File: src/rtl/pfq_pkg.sv
package pfq_pkg;

  typedef enum logic {
    PARK_FREE = 1'b0,
    PARK_HELD = 1'b1
  } park_st_e;

  typedef enum logic [1:0] {
    LK_NONE = 2'd0,
    LK_DROP = 2'd1,
    LK_READ = 2'd2
  } lk_out_e;

endpackage

File: src/rtl/pfq_ring.sv
module pfq_ring #(
  parameter int AW    = 26,
  parameter int DEPTH = 8
) (
  input  logic          clk,
  input  logic          rst,
  input  logic          push,
  input  logic [AW-1:0] push_addr,
  input  logic          pop,
  output logic [AW-1:0] head_addr,
  output logic          empty
);

  localparam int PW = (DEPTH > 1) ? $clog2(DEPTH) : 1;
  localparam int CW = $clog2(DEPTH + 1);
  localparam logic [PW-1:0] LAST = PW'(DEPTH - 1);
  localparam logic [CW-1:0] FULL_CNT = CW'(DEPTH);

  logic [AW-1:0] mem [DEPTH];
  logic [PW-1:0] wptr, rptr;
  logic [CW-1:0] count;
  logic          full;
  logic          rd_adv;

  assign full   = (count == FULL_CNT);
  assign empty  = (count == '0);
  // head leaves on pop; on overwrite the oldest is skipped as well
  assign rd_adv = pop | (push & full);

  always_ff @(posedge clk) begin
    if (push) mem[wptr] <= push_addr;
  end

  assign head_addr = mem[rptr];

  always_ff @(posedge clk) begin
    if (rst) begin
      wptr  <= '0;
      rptr  <= '0;
      count <= '0;
    end else begin
      if (push)   wptr <= (wptr == LAST) ? '0 : wptr + 1'b1;
      if (rd_adv) rptr <= (rptr == LAST) ? '0 : rptr + 1'b1;
      if (push && !pop && !full) count <= count + 1'b1;
      else if (pop && !push)     count <= count - 1'b1;
    end
  end

endmodule

File: src/rtl/pfq_gate.sv
module pfq_gate #(
  parameter int FBW    = 4,
  parameter int BQW    = 4,
  parameter int FB_THR = 2,
  parameter int BQ_THR = 3
) (
  input  logic           port_idle,
  input  logic [FBW-1:0] fb_free,
  input  logic [BQW-1:0] bq_free,
  input  logic           throttle,
  output logic           open
);

  logic fb_ok, bq_ok;

  generate
    if (FB_THR == 0) begin : g_fb_any
      assign fb_ok = 1'b1;
    end else begin : g_fb_cmp
      localparam logic [FBW-1:0] FB_LIM = FBW'(FB_THR);
      assign fb_ok = (fb_free >= FB_LIM);
    end
    if (BQ_THR == 0) begin : g_bq_any
      assign bq_ok = 1'b1;
    end else begin : g_bq_cmp
      localparam logic [BQW-1:0] BQ_LIM = BQW'(BQ_THR);
      assign bq_ok = (bq_free >= BQ_LIM);
    end
  endgenerate

  assign open = port_idle & fb_ok & bq_ok & ~throttle;

endmodule

File: src/rtl/pfq_lookup_resp.sv
module pfq_lookup_resp
  import pfq_pkg::*;
#(
  parameter int AW = 26
) (
  input  logic          clk,
  input  logic          rst,
  input  logic          lookup_v,
  input  logic          lookup_hit,
  input  logic [AW-1:0] lookup_addr,
  output logic          drop_v,
  output logic [AW-1:0] drop_addr,
  output logic          rd_req_v,
  output logic [AW-1:0] rd_req_addr
);

  lk_out_e outcome;

  always_comb begin
    outcome = LK_NONE;
    if (lookup_v) outcome = lookup_hit ? LK_DROP : LK_READ;
  end

  always_ff @(posedge clk) begin
    if (rst) begin
      drop_v      <= 1'b0;
      rd_req_v    <= 1'b0;
      drop_addr   <= '0;
      rd_req_addr <= '0;
    end else begin
      drop_v   <= (outcome == LK_DROP);
      rd_req_v <= (outcome == LK_READ);
      if (outcome == LK_DROP) drop_addr   <= lookup_addr;
      if (outcome == LK_READ) rd_req_addr <= lookup_addr;
    end
  end

endmodule

File: src/rtl/pfq_line_park.sv
module pfq_line_park
  import pfq_pkg::*;
#(
  parameter int AW          = 26,
  parameter int PARK_CYCLES = 4
) (
  input  logic          clk,
  input  logic          rst,
  input  logic          keep_cfg,
  input  logic          fill_v,
  input  logic [AW-1:0] fill_addr,
  input  logic          dem_v,
  input  logic [AW-1:0] dem_addr,
  output logic          inst_v,
  output logic [AW-1:0] inst_addr,
  output logic          disc_v,
  output logic [AW-1:0] disc_addr
);

  localparam int TW = (PARK_CYCLES > 1) ? $clog2(PARK_CYCLES) : 1;
  localparam logic [TW-1:0] T_INIT = TW'(PARK_CYCLES - 1);

  park_st_e      st;
  logic [AW-1:0] park_addr;
  logic [TW-1:0] tmr;
  logic          held_hit;
  logic          new_keep;

  assign held_hit = (st == PARK_HELD) && dem_v && (dem_addr == park_addr);
  assign new_keep = keep_cfg || (dem_v && (dem_addr == fill_addr));

  always_ff @(posedge clk) begin
    if (rst) begin
      st        <= PARK_FREE;
      park_addr <= '0;
      tmr       <= '0;
      inst_v    <= 1'b0;
      inst_addr <= '0;
      disc_v    <= 1'b0;
      disc_addr <= '0;
    end else begin
      inst_v <= 1'b0;
      disc_v <= 1'b0;
      if (fill_v) begin
        if (st == PARK_HELD) begin
          disc_v    <= 1'b1;
          disc_addr <= park_addr;
        end
        if (new_keep) begin
          inst_v    <= 1'b1;
          inst_addr <= fill_addr;
          st        <= PARK_FREE;
        end else begin
          st        <= PARK_HELD;
          park_addr <= fill_addr;
          tmr       <= T_INIT;
        end
      end else if (st == PARK_HELD) begin
        if (held_hit) begin
          inst_v    <= 1'b1;
          inst_addr <= park_addr;
          st        <= PARK_FREE;
        end else if (tmr == '0) begin
          disc_v    <= 1'b1;
          disc_addr <= park_addr;
          st        <= PARK_FREE;
        end else begin
          tmr <= tmr - 1'b1;
        end
      end
    end
  end

endmodule

File: src/rtl/pf_issue_queue.sv
module pf_issue_queue #(
  parameter int AW          = 26,
  parameter int DEPTH       = 8,
  parameter int FBW         = 4,
  parameter int BQW         = 4,
  parameter int FB_THR      = 2,
  parameter int BQ_THR      = 3,
  parameter int PARK_CYCLES = 4
) (
  input  logic           clk,
  input  logic           rst,
  input  logic           gen_v,
  input  logic [AW-1:0]  gen_addr,
  input  logic           port_idle,
  input  logic [FBW-1:0] fb_free,
  input  logic [BQW-1:0] bq_free,
  input  logic           throttle,
  input  logic           dcu_accept,
  output logic           iss_v,
  output logic [AW-1:0]  iss_addr,
  input  logic           lookup_v,
  input  logic           lookup_hit,
  input  logic [AW-1:0]  lookup_addr,
  output logic           drop_v,
  output logic [AW-1:0]  drop_addr,
  output logic           rd_req_v,
  output logic [AW-1:0]  rd_req_addr,
  input  logic           keep_cfg,
  input  logic           fill_v,
  input  logic [AW-1:0]  fill_addr,
  input  logic           dem_v,
  input  logic [AW-1:0]  dem_addr,
  output logic           inst_v,
  output logic [AW-1:0]  inst_addr,
  output logic           disc_v,
  output logic [AW-1:0]  disc_addr
);

  logic q_empty;
  logic gate_open;
  logic take;

  assign iss_v = gate_open & ~q_empty;
  assign take  = iss_v & dcu_accept;

  pfq_ring #(.AW(AW), .DEPTH(DEPTH)) u_ring (
    .clk       (clk),
    .rst       (rst),
    .push      (gen_v),
    .push_addr (gen_addr),
    .pop       (take),
    .head_addr (iss_addr),
    .empty     (q_empty)
  );

  pfq_gate #(.FBW(FBW), .BQW(BQW), .FB_THR(FB_THR), .BQ_THR(BQ_THR)) u_gate (
    .port_idle (port_idle),
    .fb_free   (fb_free),
    .bq_free   (bq_free),
    .throttle  (throttle),
    .open      (gate_open)
  );

  pfq_lookup_resp #(.AW(AW)) u_lk (
    .clk         (clk),
    .rst         (rst),
    .lookup_v    (lookup_v),
    .lookup_hit  (lookup_hit),
    .lookup_addr (lookup_addr),
    .drop_v      (drop_v),
    .drop_addr   (drop_addr),
    .rd_req_v    (rd_req_v),
    .rd_req_addr (rd_req_addr)
  );

  pfq_line_park #(.AW(AW), .PARK_CYCLES(PARK_CYCLES)) u_park (
    .clk       (clk),
    .rst       (rst),
    .keep_cfg  (keep_cfg),
    .fill_v    (fill_v),
    .fill_addr (fill_addr),
    .dem_v     (dem_v),
    .dem_addr  (dem_addr),
    .inst_v    (inst_v),
    .inst_addr (inst_addr),
    .disc_v    (disc_v),
    .disc_addr (disc_addr)
  );

endmodule

File: config.mk
export PLATFORM = sky130hd
export DESIGN_NAME = pf_issue_queue
export DESIGN_NICKNAME = d
export VERILOG_FILES = /design/src/rtl/pfq_pkg.sv /design/src/rtl/pfq_ring.sv /design/src/rtl/pfq_gate.sv /design/src/rtl/pfq_lookup_resp.sv /design/src/rtl/pfq_line_park.sv /design/src/rtl/pf_issue_queue.sv
export SDC_FILE = /design/constraint.sdc
export NUM_CORES = 1
export LEC_CHECK = 0
export CAP_MARGIN = 30
export CELL_PAD_IN_SITES_DETAIL_PLACEMENT = 1
export CELL_PAD_IN_SITES_GLOBAL_PLACEMENT = 1
export CORE_MARGIN = 8
export CORE_UTILIZATION = 51
export DETAILED_ROUTE_END_ITERATION = 8
export DONT_BUFFER_PORTS = 1
export HOLD_SLACK_MARGIN = 0.06
export PLACE_DENSITY_LB_ADDON = 0.1
export SLEW_MARGIN = 40
export SYNTH_ARGS = -nofsm -noshare
export SYNTH_HDL_FRONTEND = slang
export SYNTH_SLANG_ARGS = --single-unit
export TNS_END_PERCENT = 20
File: constraint.sdc
create_clock -name clk -period 3.45 [get_ports clk]
set_clock_uncertainty 0.15 [all_clocks]
set_input_delay 0.345 -clock clk [delete_from_list [all_inputs] [get_ports clk]]
set_output_delay 0.345 -clock clk [all_outputs]
set_load 0.05 [all_outputs]
* Yosys cells after proc, flatten, opt, wreduce, memory -nomap -nowiden *
Memories as Yosys holds them, arrays and structs flattened. A register that Yosys moved wholly into a read port is not among the register bits.
Cells that the tools add are included.
W data, S select, Z words.

cells by class
  $add $sub $neg = 5
  reductions and logical operators = 20
  bitwise operators = 10
  equal/unequal tests = 11
  magnitude comparators = 2
  muxes and demuxes = 38

operator list
  operator               number
  $mux W26               9
  $eq A26 B26 Y1         2
  $mux W1                16
  $mux W2                7
  $mux W3                4
  $ge A4 B2 Y1 const B   2
  $mux W4                2
  $reduce_bool A2 Y1     4
  $add A3 B1 Y3 const B  2
  $and A1 B1 Y1          6
  $eq A3 B3 Y1 const B   2
  $logic_and A1 B1 Y1    6
  $ne A2 B2 Y1 const B   3
  $reduce_and A3 Y1      2
  $add A4 B1 Y4 const B  1
  $eq A4 B4 Y1 const B   1
  $logic_not A4 Y1       1
  $reduce_and A4 Y1      1
  $sub A4 B1 Y4 const B  1
  $logic_not A1 Y1       3
  $not A1 Y1             3
  $eq A2 B1 Y1 const B   1
  $eq A2 B2 Y1 const B   1
  $logic_not A2 Y1       1
  5 further kinds        5

storage, ports and cells
  input bits = 123
  register bits after elaboration = 147
  output and inout port bits = 135
  memory bits (writable) = 208
  word-level logic and storage cells = 101
  memories kept = 1

memories
  memory      depth  bits a word  read ports  clocked after memory_dff  write ports  RTL line        RTL
  u_ring.mem  8      26           1           1                         1            pfq_ring.sv:19  logic [AW-1:0] mem [DEPTH];

* Logic depth before layout (Yosys ltp) *
Gate-level depths: netlist of run 1.

  depth in word-level cells = 10
  depth in mapped cells = 11
  depth with buffers taken out = 11

* By module *
A second synthesis of run 1 with hierarchy kept.

second synthesis, totals
  cells, all modules = 969
  area total of the unflattened synthesis = 14816.7 µm²

by module, submodules not included
  module           cells each  instances  seq. area each (µm²)  area each (µm²)
  pfq_ring         374         1          6506.2                8635.8
  pfq_line_park    385         1          1661.6                3881.2
  pfq_lookup_resp  205         1          1081.0                2252.2
  pfq_gate         3           1          0.0                   32.5
  pf_issue_queue   2           1          0.0                   15.0

* Worst setup path before layout of run 1 *
Ideal clock, no wire load.

  path type = flip-flop to flip-flop
  from = register u_ring.count[0]
  to = register u_ring.count[3]
  buffers on the path = 0
  slack = -0.525 ns
  arrival = 3.740 ns
  setup time = 0.086 ns
  clock period less this slack = 3.975 ns
  data required time = 3.214 ns
  stages on the path, launching flop included = 12
  path through = dfxtp_1 -> nor4_1 -> nor4_1 -> and2_1 -> or2_2 -> ha_1 -> a21o_1 -> a21oi_1 -> nand4_1 -> o21ai_0 -> nor2_1 -> a211oi_1

on the way
  cells in the longest elaborated chain, start to end = 8
  elaborated cells on any way between the ends = 15
  classes of those cells = add/sub: 2; eq/ne: 1; mux: 2; bitwise: 3; reduce/logical: 7

ends and longest elaborated chain
  item                                           RTL line              RTL
  start: declaration                             pfq_ring.sv:21        logic [CW-1:0] count;
  start signal: assignment                       pfq_ring.sv:44        if (push && !pop && !full) count <= count + 1'b1;
  start signal: assignment                       pfq_ring.sv:45        else if (pop && !push) count <= count - 1'b1;
  $logic_not A4 Y1 (*)                           pfq_ring.sv:26        assign empty = (count == '0);
  $not A1 Y1 (*)                                 pf_issue_queue.sv:43  assign iss_v = gate_open & ~q_empty;
  $and A1 B1 Y1 (*)                              pf_issue_queue.sv:43
  via iss_v                                      pf_issue_queue.sv:19  output logic iss_v,
  $and A1 B1 Y1 (*)                              pf_issue_queue.sv:44  assign take = iss_v & dcu_accept;
  $logic_not A1 Y1                               pfq_ring.sv:44
  $logic_and A1 B1 Y1 (2 in series)              pfq_ring.sv:44
  $mux W4 or $reduce_bool A2 Y1 (tied branches)  -

Mark *: on every way through the listed nets, which the timed path passes. The rest lies on a longest branch. The select of a mux whose other input is x is not followed.
A chain may end at the register's enable or synchronous reset.

* Final worst setup path of run 1 *
  from = register u_ring.count[0]
  to = register u_ring.count[3]

on the way
  cells in the longest elaborated chain, start to end = 8
  elaborated cells on any way between the ends = 15
  classes of those cells = add/sub: 2; eq/ne: 1; mux: 2; bitwise: 3; reduce/logical: 7

ends and longest elaborated chain
  item                                           RTL line
  $logic_not A4 Y1                               pfq_ring.sv:26
  $not A1 Y1                                     pf_issue_queue.sv:43
  $and A1 B1 Y1                                  pf_issue_queue.sv:43
  $and A1 B1 Y1                                  pf_issue_queue.sv:44
  $logic_not A1 Y1                               pfq_ring.sv:44
  $logic_and A1 B1 Y1 (2 in series)              pfq_ring.sv:44
  $mux W4 or $reduce_bool A2 Y1 (tied branches)  -

Parallel ways exist; a longest one is shown, timed or not. The select of a mux whose other input is x is not followed.

==> results.yml, run 1 <==
run_status:
  run_status: "finished clean"
drt:
  num_vias: 8481
  top_layer: "met4"
  drtIter0Drc: 385
  firstDrtPassIters: 5
  drc: 0
  wl_per_cell_um: 24.64
  wl_met3_mm: 3.225
  postRouteAntennaNets: 0
  drt-total-wl_mm: 36.83
  wl_met2_mm: 18.64
  routed_via_density: 5.673
  wl_met1_mm: 14.17
power:
  p_total_mw: 9.970
  vdd_ir_drop_max_mv: 0.4227
  pwr_density_cell_nw_per_um2: 595.9
  p_leak_nw: 5.898
cells_and_area:
  layout_commonest_cell: "edfxtp_1"
  final_layout_size_suffix_gt1_share_pct: 15.53
  area_delta_synth_final_pct: 17.99
  final_cell_mix: "edfxtp_1, dfxtp_1, nand2_1"
  nNetsFinal: 1217
logic_synthesis:
  synth_nets: 1127
  ys_seq_area_share_pct: 65.23
  ys_seq_elements: 358
  synth_cells: 996
  yosysUniqueCellTypes: 42
  yosysWarnings: 0
  syn_area_um2: 14180
  synth_edf_count: 208
  synth_area_per_cell_um2: 14.24
  synth_ff_type: "edfxtp_1"
  async_reset_ff_share_pct: 0
setup_path:
  crit_fanout: 5
  crit_arrival_ns: 3.32
  worstSetupStartpointType: "register"
  criticalPathCategory: "register to register"
  worstSetupEndpointType: "register"
  worstPathRequired_ns: 3.73
global_route:
  grt_max_degree: 148
  grt_pass1_wl_mm: 56.59
  overflow: 0
  grt_usage_pct: 21.88
  antenna_found_initial: 2
  first_global_vias: 9481
clock_tree:
  tritoncts: "yes"
  post_cts_resized: 0
  cts_root_buf: "clkbuf_16"
  cts.sinks: 358
  clkSlewWorstSetupHoldPaths_ns: 0.06
  htree_levels: 2
  cts_buffers: 39
  clk_latency_ns: 0.52
  cts_buffer_depth: 3
timing:
  finalCritPeriodShare_pct: 88.16
  rsz0062_at_grt: "no"
  tightestPinTransition_ns: 0.6782
  fin_setup_tns_ns: 0
  period_minus_slack_ns: 3.041
  max_freq_mhz: 328.8
  slew_headroom_pct: 54.79
  setup_viol: 0
  finalHoldViolCount: 0
  slew_viol_final: 0
floorplanning:
  core.rowCount: 61
  fp.coreArea_um2: 27550
  floorplan.die.height_um: 182.7
  dieArea_um2: 33390
  io-pin-count: 258
  initial_core_util_pct: 51.46
  die_x_um: 182.7
hold_path:
  hold_path.class: "input port to register"
flow_run:
  maxCapViolCount: 0
placed_design:
  dp_hpwl_mm: 22.89
  place_congestion: 0.7595
  io_buffers: 0
==> area by class of cell <==
class	instances	area [um^2]
timing repair buffer	111	1106
multi-input combinational	571	4656
clock inverter	13	93.84
fill	2589	10820
clock buffer	56	1121
inverter	5	18.77
sequential	358	9254
tap	378	473.0
antenna	3	7.507
==> worst paths after layout <==
check | cells past startpoint | slack [ns] | from | to
min reg2reg | 1 | 0.33 | u_park.tmr[0] | u_park.tmr[0]
max | 12 | 0.41 | u_ring.count[0] | u_ring.count[3]
min | 3 | 0.09 | gen_v | register
max reg2reg | 12 | 0.41 | u_ring.count[0] | u_ring.count[3]
==> cell usage after synthesis (3+ instances only) <==
| cell type | instances | area share (%) |
|---|---|---|
| nand4_1 | 6 | 0.26 |
| xor2_1 | 36 | 2.2 |
| a21oi_1 | 81 | 2.9 |
| buf_2 | 11 | 0.39 |
| mux2i_1 | 84 | 5.9 |
| mux4_2 | 52 | 8.3 |
| ha_1 | 7 | 0.62 |
| a211oi_1 | 3 | 0.16 |
| edfxtp_1 | 208 | 44 |
| buf_6 | 4 | 0.32 |
| inv_1 | 5 | 0.13 |
| nor3_1 | 7 | 0.25 |
| xnor2_1 | 18 | 1.1 |
| nand2b_1 | 6 | 0.26 |
| nand2_1 | 112 | 3.0 |
| nor4_1 | 10 | 0.44 |
| nor2_1 | 72 | 1.9 |
| a311oi_1 | 27 | 1.7 |
| clkbuf_1 | 42 | 1.1 |
| mux2_2 | 27 | 2.1 |
| dfxtp_1 | 150 | 21 |
==> sequential cells by signal, indices dropped and copies added (netlist names), named ones only <==
name and cells:
u_park.disc_addr 26, u_park.disc_v 1, u_park.tmr 2, u_park.inst_addr 26, u_lk.drop_v 1, u_park.park_addr 26
u_ring.mem 208, u_lk.rd_req_addr 26, u_park.st 1, u_ring.rptr 3, u_lk.drop_addr 26, u_lk.rd_req_v 1
u_ring.wptr 3, u_ring.count 4, u_park.inst_v 1
==> where the power goes <==
part	total, mW	internal (mW)	switching [mW]
clock network	3.93	2.33	1.60
registers	4.99	4.66	0.326
logic	1.05	0.440	0.610
==> through the flow <==
stage               setup slack [ns]  area [um^2]  std cells  hold slack [ns]  utilization, %
CTS                           0.3505        16720       1492          0.07422           60.69
global route                  0.1675        16730       1494           0.1129           60.71
finish                        0.4086        16730       1495          0.08961           60.72
global placement              0.6369        14590       1335           0.2831           52.96
floorplan                     0.1691        14180        996           0.2908               -
detailed placement            0.4331        14600       1335           0.2851           52.99
==> kinds of logic (layout without fill, tap and decap cells) <==
logic type / count (synthesis) / in the layout / share of synthesized area (%)
buffers and inverters: 67 / 185 / 2.339
xor gates and xnor gates: 54 / 54 / 3.336
adders and majority gates: 8 / 8 / 0.7589
DFF: 358 / 358 / 65.23
AOI/OAI and AO/OA: 123 / 123 / 5.480
and+or+nand+nor: 223 / 223 / 6.521
muxes: 163 / 163 / 16.33
other: 0 / 3 / 0
==> per-layer routing <==
metal	global-route usage (%)	vias up
li1	-	3877
met1	24.88	4300
met2	38.42	249
met3	7.855	55
met4	6.232	0
met5	0	-
==> critical path: stages, from the launching register on <==
cell,delay (ns)
dfxtp_1,0.37
nor4_1,0.34
buf_4,0.19
nor4_2,0.05
and2_1,0.23
or2_2,0.36
ha_1,0.30
a21o_1,0.19
a21oi_1,0.24
nand4_1,0.16
o21ai_0,0.11
nor2_1,0.06
a211oi_1,0.23
==> repair_timing <==
action                    CTS  global route
hold endpoints to repair  358             0
setup buffers               0             0
hold buffers               88             0
Power figures use the tool's default switching activity.
==> run 2, diff against run 1 <==
Settings changed: CELL_PAD_IN_SITES_DETAIL_PLACEMENT 1 to default, CELL_PAD_IN_SITES_GLOBAL_PLACEMENT 1 to default, CORE_UTILIZATION 51 to 63.
==> results.yml, run 2 (synthesis gave the netlist of run 1 again) <==
setup_path:
  path_buf_inv: 2
  crit_path_max_incr_delay_ns: 0.58
  crit_slowest_cell: "dlygate4sd3_1"
  crit_fanout: 28
  worstSetupStartpointType: "register"
  worstSetupEndpointType: "register"
  worstPathRequired_ns: 3.76
  criticalPathCategory: "register to register"
  worstPathCellList: "xor2_1, nor4_1, nand4_1, o31ai_4, buf_4, a21oi_1, a311oi_1, dlygate4sd3_1"
  cpLargestDelayFamily: "buffers and inverters"
  crit_arrival_ns: 3.50
power:
  combPwrFrac_pct: 10.5
  switching_share_pct: 24.94
  internal-power_mw: 7.396
  p_leak_nw: 5.857
  pwr_density_cell_nw_per_um2: 595.9
  p_seq_share_pct: 50.5
  p_total_mw: 9.854
  vdd_ir_drop_max_mv: 0.3412
  netSwitchingPower_mw: 2.457
  clkPwrFrac_pct: 39.0
clock_tree:
  htree_levels: 2
  tritoncts: "yes"
  clk_latency_ns: 0.51
  cts_root_buf: "clkbuf_16"
  post_cts_resized: 0
  clkSlewWorstSetupHoldPaths_ns: 0.06
  cts.sinks: 358
  cts_buffer_depth: 3
  cts_buffers: 36
timing:
  setup_ws_ns: 0.2551
  tightestPinTransition_ns: 0.7383
  period_minus_slack_ns: 3.195
  rsz0062_at_grt: "no"
  slew_headroom_pct: 50.78
  holdWs_ns: 0.1254
  finalCritPeriodShare_pct: 92.61
  setup_viol: 0
  finalHoldViolCount: 0
  max_freq_mhz: 313.0
  fin_setup_tns_ns: 0
  slew_viol_final: 0
run_status:
  run_status: "finished clean"
drt:
  drtIter0Drc: 551
  routed_via_density: 6.148
  firstDrtPassIters: 5
  drc: 0
  num_vias: 8571
  wl_per_cell_um: 23.86
  drt-total-wl_mm: 33.27
  postRouteAntennaNets: 0
placed_design:
  dp_hpwl_mm: 20.29
  io_buffers: 0
  preCtsSetupSlack_ns: 0.5045
  postPlaceCellArea_um2: 14460
  place_congestion: 0.8572
  placed_cells_incl_taps: 1241
global_route:
  overflow: 0
  grt_usage_pct: 23.64
  grt_max_degree: 148
  antenna_found_initial: 1
  first_global_vias: 9036
  grt_pass1_wl_mm: 51.41
cells_and_area:
  area_delta_synth_final_pct: 16.63
  final_layout_size_suffix_gt1_share_pct: 15.52
  layout.cells.non_filler: 1394
  nNetsFinal: 1212
  layout_commonest_cell: "edfxtp_1"
  largest_reg_flops: 208
  final_core_util_pct: 73.94
  fin_area_um2: 16540
  final_cell_mix: "edfxtp_1, dfxtp_1, nand2_1"
  top_register: "u_ring.mem"
hold_path:
  hold_path.class: "input port to register"
floorplanning:
  fp.coreArea_um2: 22370
  dieArea_um2: 27560
  io-pin-count: 258
  initial_core_util_pct: 63.40
  core.rowCount: 55
  floorplan.die.height_um: 166.0
  die_x_um: 166.0
flow_run:
  maxCapViolCount: 0
==> run 2: cell types whose count changed in the layout (fill, tap and decap cells not counted), sizes merged <==
cell / previous run / this run
buf: 25 / 24
dlygate4sd3: 86 / 85
clkinv: 11 / 6
clkinvlp: 0 / 1
bufinv: 1 / 3
inv: 6 / 7
clkbuf: 56 / 53
diode: 3 / 1
==> run 2: power by group through the flow <==
stage               clock (mW)  sequential (mW)  combinational (mW)
finish                    3.84             4.98                1.03
global route              4.08             5.00                1.10
CTS                       3.90             4.98                1.03
detailed placement           0             5.07               0.872
global placement             0             5.06               0.846
floorplan                    0             5.01               0.781
==> run 2: final timing paths <==
path                                            from                    to  slack, ns  cells after the start
worst min-delay path                      lookup_hit  u_lk.rd_req_addr[16]       0.13                      4
worst min register to register         u_park.tmr[0]         u_park.tmr[0]       0.32                      1
worst max-delay path            u_park.park_addr[20]  u_park.inst_addr[17]       0.26                      8
worst max register to register  u_park.park_addr[20]  u_park.inst_addr[17]       0.26                      8
==> run 2: routing by layer <==
layer	share of wire, %	GRT usage [%]
met2	51	40.79
met5	0	0
met1	36	27.07
met4	2.7	8.340
met3	9.8	8.106
==> run 2: cell type report <==
type / count / area [um^2]
Tap cell: 285 / 356.6
Antenna cell: 1 / 2.502
Sequential cell: 358 / 9254
Timing Repair Buffer: 109 / 1076
Clock buffer: 53 / 1030
Fill cell: 1327 / 5828
Inverter: 5 / 18.77
Multi-Input combinational cell: 571 / 4654
Clock inverter: 12 / 145.1
==> run 2: timing repair <==
action / 4_1_cts / 5_1_grt
hold buffers: 87 / 0
hold endpoints to repair: 358 / 0
buffers inserted: 0 / 0
endpoints found under the setup margin: 0 / 0
==> run 2: worst reg2reg max path, delay by kind of cell, from the launching register on <==
family,cells,cell delay [ns]
simple gates,2,0.80
xor+xnor,1,0.19
compound gates,3,0.75
flops,1,0.34
buf+inv,2,0.91
